===== config.mk =====
export PLATFORM = sky130hd
export DESIGN_NAME = pc_fetch_unit
export DESIGN_NICKNAME = d
export VERILOG_FILES = /design/src/rtl/pcfetch_pkg.sv /design/src/rtl/pc_reg.sv /design/src/rtl/next_pc_logic.sv /design/src/rtl/instr_rom.sv /design/src/rtl/pc_fetch_unit.sv
export SDC_FILE = /design/constraint.sdc
export NUM_CORES = 1
export LEC_CHECK = 0
export BUFFER_PORTS_ARGS = -buffer_cell sky130_fd_sc_hd__buf_4
export CAP_MARGIN = 20
export CELL_PAD_IN_SITES_DETAIL_PLACEMENT = 0
export CELL_PAD_IN_SITES_GLOBAL_PLACEMENT = 1
export CORE_MARGIN = 2
export CORE_UTILIZATION = 38
export CTS_BUF_LIST = sky130_fd_sc_hd__clkbuf_16
export DETAILED_ROUTE_END_ITERATION = 8
export PLACE_DENSITY_LB_ADDON = 0.1
export SLEW_MARGIN = 30
export SYNTH_ARGS = -nofsm -noshare
export SYNTH_HDL_FRONTEND = slang
export SYNTH_HIERARCHICAL = 1
export SYNTH_SLANG_ARGS = --single-unit

===== constraint.sdc =====
create_clock -name clk -period 4.3 [get_ports clk]
set_input_delay 0.215 -clock clk [delete_from_list [all_inputs] [get_ports clk]]
set_output_delay 0.215 -clock clk [all_outputs]
set_load 0.05 [all_outputs]

===== src/rtl/pcfetch_pkg.sv =====
// Package: shared widths and the instruction-store content function.
// Assumes a 32-bit byte-addressed PC with word-aligned instructions.
package pcfetch_pkg;

    localparam int PC_W  = 32;
    localparam int IMM_W = 16;
    localparam int JT_W  = 26;

    typedef logic [PC_W-1:0] addr_t;
    typedef logic [31:0]     word_t;

    // Content of word idx of the instruction store: inverted index above, seeded index below.
    function automatic word_t rom_word(input logic [31:0] idx, input logic [15:0] seed);
        logic [15:0] low;
        low = idx[15:0];
        return {~low, low ^ seed};
    endfunction

endpackage


===== src/rtl/pc_reg.sv =====
// Module: pc_reg
// Holds the program counter and loads the chosen next PC on each rising edge.
// Assumes that next_pc is word aligned and that reset is synchronous and active low.
module pc_reg
    import pcfetch_pkg::*;
#(
    parameter addr_t RESET_PC = '0
) (
    input  logic  clk,
    input  logic  rst_n,
    input  addr_t next_pc,
    output addr_t pc_q
);

    // PC register: reset loads RESET_PC, otherwise the selected next address.
    always_ff @(posedge clk) begin
        if (!rst_n) pc_q <= RESET_PC;
        else        pc_q <= next_pc;
    end

    // a reset edge always leaves the reset address in the PC.
    p_reset_pc_r1: assert property (@(posedge clk) !rst_n |=> pc_q == RESET_PC)
        else $error("p_reset_pc_r1");

    // the PC stays word aligned after reset.
    p_aligned_r8: assert property (@(posedge clk) disable iff (!rst_n) pc_q[1:0] == 2'b00)
        else $error("p_aligned_r8");

endmodule


===== src/rtl/next_pc_logic.sv =====
// Module: next_pc_logic
// Builds the next PC in two stages: a branch stage (sequential or PC-relative)
// and a jump stage that overrides it. Purely combinational.
// Assumes the offset is in words and that the jump keeps the upper PC bits of PC + 4.
module next_pc_logic
    import pcfetch_pkg::*;
(
    input  addr_t            pc,
    input  logic             br_inst,
    input  logic             zero,
    input  logic             jump,
    input  logic [IMM_W-1:0] imm16,
    input  logic [JT_W-1:0]  jtgt,
    output addr_t            seq_pc,
    output addr_t            next_pc
);

    localparam int EXT_W = PC_W - IMM_W - 2;
    localparam int HI_W  = PC_W - JT_W - 2;

    addr_t branch_off;
    addr_t branch_pc;
    addr_t jump_pc;
    addr_t stage1_pc;
    logic  take_branch;

    // Sequential address and the scaled, sign-extended branch offset.
    always_comb begin
        seq_pc     = pc + addr_t'(4);
        branch_off = {{EXT_W{imm16[IMM_W-1]}}, imm16, 2'b00};
        branch_pc  = seq_pc + branch_off;
        jump_pc    = {seq_pc[PC_W-1 -: HI_W], jtgt, 2'b00};
    end

    // Branch stage: the select is the AND of the branch flag and the zero flag.
    always_comb begin
        take_branch = br_inst & zero;
        stage1_pc   = take_branch ? branch_pc : seq_pc;
    end

    // Jump stage: the jump flag overrides the branch stage.
    always_comb begin
        next_pc = jump ? jump_pc : stage1_pc;
    end

endmodule


===== src/rtl/instr_rom.sv =====
// Module: instr_rom
// Read-only instruction store of DEPTH words filled from pcfetch_pkg::rom_word.
// Read is combinational. Assumes DEPTH is a power of two, so the index wraps.
module instr_rom
    import pcfetch_pkg::*;
#(
    parameter int          DEPTH = 64,
    parameter logic [15:0] SEED  = 16'h3C5A,
    localparam int         IDX_W = $clog2(DEPTH)
) (
    input  logic [IDX_W-1:0] word_idx,
    output word_t            word
);

    word_t store [DEPTH];

    // One constant entry per word, computed at elaboration.
    for (genvar g = 0; g < DEPTH; g++) begin : g_entry
        assign store[g] = rom_word(32'(g), SEED);
    end

    // Combinational read at the requested word.
    always_comb begin
        word = store[word_idx];
    end

endmodule


===== src/rtl/pc_fetch_unit.sv =====
// Module: pc_fetch_unit (top)
// Program counter, instruction store and next-PC selection of a single-cycle core.
// Assumes that the flags and immediate fields are derived from instr_o in the same cycle.
module pc_fetch_unit
    import pcfetch_pkg::*;
#(
    parameter int          IMEM_WORDS = 64,
    parameter logic [15:0] ROM_SEED   = 16'h3C5A
) (
    input  logic        clk,
    input  logic        rst_n,
    input  logic        br_inst_i,
    input  logic        zero_i,
    input  logic        jump_i,
    input  logic [15:0] imm16_i,
    input  logic [25:0] jtgt_i,
    output logic [31:0] pc_o,
    output logic [31:0] instr_o
);

    localparam int IDX_W = $clog2(IMEM_WORDS);

    addr_t pc_q;
    addr_t seq_pc;
    addr_t next_pc;

    pc_reg #(.RESET_PC('0)) u_pc (
        .clk     (clk),
        .rst_n   (rst_n),
        .next_pc (next_pc),
        .pc_q    (pc_q)
    );

    next_pc_logic u_next (
        .pc      (pc_q),
        .br_inst (br_inst_i),
        .zero    (zero_i),
        .jump    (jump_i),
        .imm16   (imm16_i),
        .jtgt    (jtgt_i),
        .seq_pc  (seq_pc),
        .next_pc (next_pc)
    );

    instr_rom #(.DEPTH(IMEM_WORDS), .SEED(ROM_SEED)) u_rom (
        .word_idx (pc_q[IDX_W+1:2]),
        .word     (instr_o)
    );

    assign pc_o = pc_q;

    // no jump and no taken branch gives exactly PC + 4.
    p_sequential_r2: assert property (@(posedge clk) disable iff (!rst_n)
        (!jump_i && !(br_inst_i && zero_i)) |=> pc_o == $past(pc_o) + 32'd4)
        else $error("p_sequential_r2");

    // a lone branch flag never redirects the PC.
    p_lone_flag_r4: assert property (@(posedge clk) disable iff (!rst_n)
        (!jump_i && (br_inst_i != zero_i)) |=> pc_o == $past(seq_pc))
        else $error("p_lone_flag_r4");

    // a taken branch adds the scaled signed offset to PC + 4.
    p_branch_r3: assert property (@(posedge clk) disable iff (!rst_n)
        (br_inst_i && zero_i && !jump_i) |=>
        pc_o == $past(pc_o) + 32'd4 + {{14{$past(imm16_i[15])}}, $past(imm16_i), 2'b00})
        else $error("p_branch_r3");

    // a jump loads the pseudo-direct target built on PC + 4.
    p_jump_r5: assert property (@(posedge clk) disable iff (!rst_n)
        jump_i |=> pc_o == {$past(seq_pc[31:28]), $past(jtgt_i), 2'b00})
        else $error("p_jump_r5");

endmodule


==> impl_metrics.toml <==
[clock_network]
cts.sinks = 32
clockBufferDepth = 2
numCtsBuffers = 5
htree_levels = 2
cts_tree = "done"
clkLatencyLatePin_ps = 270
clk_pin_slew_worst_paths_ps = 60
cts_hold_buffers = 0
root_buffer = "clkbuf_16"

[layout]
antenna-diode-count = 0
finalInstanceArea_mm2 = 0.00464
seqCellArea_um2 = 641
final_layout_size_suffix_gt1_share_pct = 27.8
fin_util_pct = 47.7
nNetsFinal = 655
fin_cells = 705
largest_reg_flops = 32
syn_to_final_growth_pct = 22.7
final.fill_count = 1040
largestRegisters = "u_pc/pc_q (32)"
multiInputGateArea_mm2 = 0.00288
top_register = "u_pc/pc_q"

[route]
via_per_inst = 5.17
drt_first_iter_violations = 133
dr_total_vias = 3647
antenna_left = 0
post_drt_wl_per_cell_um = 15.9
finalWirelength_um = 11200
drc = 0
drt_first_pass_iters = 4

[grt]
track_usage_pct = 20.3
antenna_found_initial = 0
overflow = 0
grt_max_degree = 33
first_global_vias = 3541
grt_pass1_wl_um = 18100

[min_path]
whs_path_depth = 3
hold_class = "in2reg"
min-delay-start = "jtgt_i[13]"
hold_end = "u_pc/pc_q[15]"

[run]
drv_cap = 0

[critical_path]
path_class = "reg2reg"
worstPathRequired_ps = 4470
crit_path_start_kind = "flop"
reg2reg_to = "u_pc/pc_q[25]"
crit_fanout = 6
cp.arrival_ps = 4120
reg2reg_depth = 15
critPathCaptureType = "flop"
r2r_start = "u_pc/pc_q[3]"
regToRegSetupSlack_ps = 350

[power_and_ir_drop]
p_switching_uw = 575
ir_drop_mv = 0.135
p_seq_share_pct = 25.7
p_clk_share_pct = 25.8
switching_share_pct = 42.4
power_frac_comb_pct = 48.5
p_per_area_mw_per_mm2 = 292
p_int_uw = 780
power.leakage_uw = 0.00221
power.total_uw = 1360

[sta]
finalCritPeriodShare_pct = 92.0
setup_violations = 0
slew_viol_final = 0
period_minus_slack_ps = 3950
fmax_mhz = 253
worst_pin_slew_ps = 915
grt_setup_unrepaired = "false"
fin_skew_ps = 4.63
hold_violations = 0
slew_headroom_pct = 38.8
tns_ps = 0

[logic_synthesis]
synthCells = 486
synth_area_mm2 = 0.00378
syn_area_per_cell_um2 = 7.79
yosys_warnings = 6

[floorplan]
chipHeight_um = 104
core_mm2 = 0.00973
io_pins = 111
num_rows = 36
initial_core_util_pct = 38.9
dieArea_mm2 = 0.0108
die_x_um = 104

[place]
gp_congestion = 0.929
dp_cells = 697
io_buffers = 90
dp_hpwl_um = 8540
place_area_mm2 = 0.00449

[status]
status = "complete, no violations"
## per-layer routing
metal / track usage (%) / part of all wire (%) / vias to the layer above / wire (um)
li1: - / - / 1839 / -
met1: 29.3 / 51 / 1691 / 5720
met2: 31.6 / 44 / 107 / 4930
met3: 3.15 / 4.2 / 10 / 473
met4: 5.02 / 0.90 / 0 / 101
met5: 0 / 0 / - / 0
## per-stage QoR
stage,hold slack [ps],setup slack (ps)
finish,252,346
global route,262,65.9
CTS,240,254
detailed placement,533,283
global placement,529,401
floorplan,351,212
## how the worst max path moves through the flow
stage | start | endpoint | slack [ps] | cells after the start
floorplan | u_pc/pc_q[2] | u_pc/pc_q[27] | 210 | 18
global placement | u_pc/pc_q[3] | u_pc/pc_q[27] | 400 | 18
detailed placement | u_pc/pc_q[3] | u_pc/pc_q[27] | 280 | 18
CTS | u_pc/pc_q[3] | u_pc/pc_q[27] | 250 | 18
global route | u_pc/pc_q[3] | u_pc/pc_q[27] | 70 | 18
finish | u_pc/pc_q[3] | u_pc/pc_q[25] | 350 | 15
## critical path, stage by stage (launching register included)
cell and delay, ps:
dfxtp_1 380, ha_1 220, nand2_1 130, nor3_2 260, and3_1 250, xor2_1 200, ha_1 300, and2_0 270
a21o_1 230, or4_4 560, a31oi_4 240, o31ai_4 100, a41oi_2 220, xor2_1 160, a211oi_1 80, and2_2 250
## final cells by class
type | instances | area share, %
multi-input combinational | 415 | 62.1
timing repair buffer | 100 | 16.2
sequential | 32 | 13.8
tap | 133 | 3.58
clock buffer | 5 | 2.69
inverter | 17 | 1.37
clock inverter | 3 | 0.296
## cells in the final DEF, fill, tap and decap left out, drive strengths merged, types with 2 or more instances in the layout
cell	n
a21oi	46
ha	36
buf	100
a21o	20
xnor2	29
and2	35
xor2	23
a21boi	2
o21bai	4
nand3	24
nor4	3
a31oi	5
nand2b	5
nor2b	6
o21a	3
and4	5
clkinv	3
o31ai	2
and3	8
o21ai	24
a211oi	6
mux2	9
dfxtp	32
o311a	2
mux2i	2
conb	20
inv	17
nand4	6
a2bb2oi	2
nor3	10
nand2	34
nor2	31
clkbuf	5
a221oi	3
## repair_timing
| action | in CTS | in global routing |
|---|---|---|
| setup endpoints to repair | 0 | 1 |
| resized for setup | 0 | 2 |
| setup buffers | 0 | 0 |
## power by group through the flow
stage	Sequential [uW]	Combinational [uW]	Clock [uW]
2_1_floorplan	427	427	0
3_5_place_dp	355	651	0
5_1_grt	352	709	373
4_1_cts	348	655	365
6_report	348	657	349
3_3_place_gp	354	652	0
No activity file was read; power rests on OpenSTA's default activity.
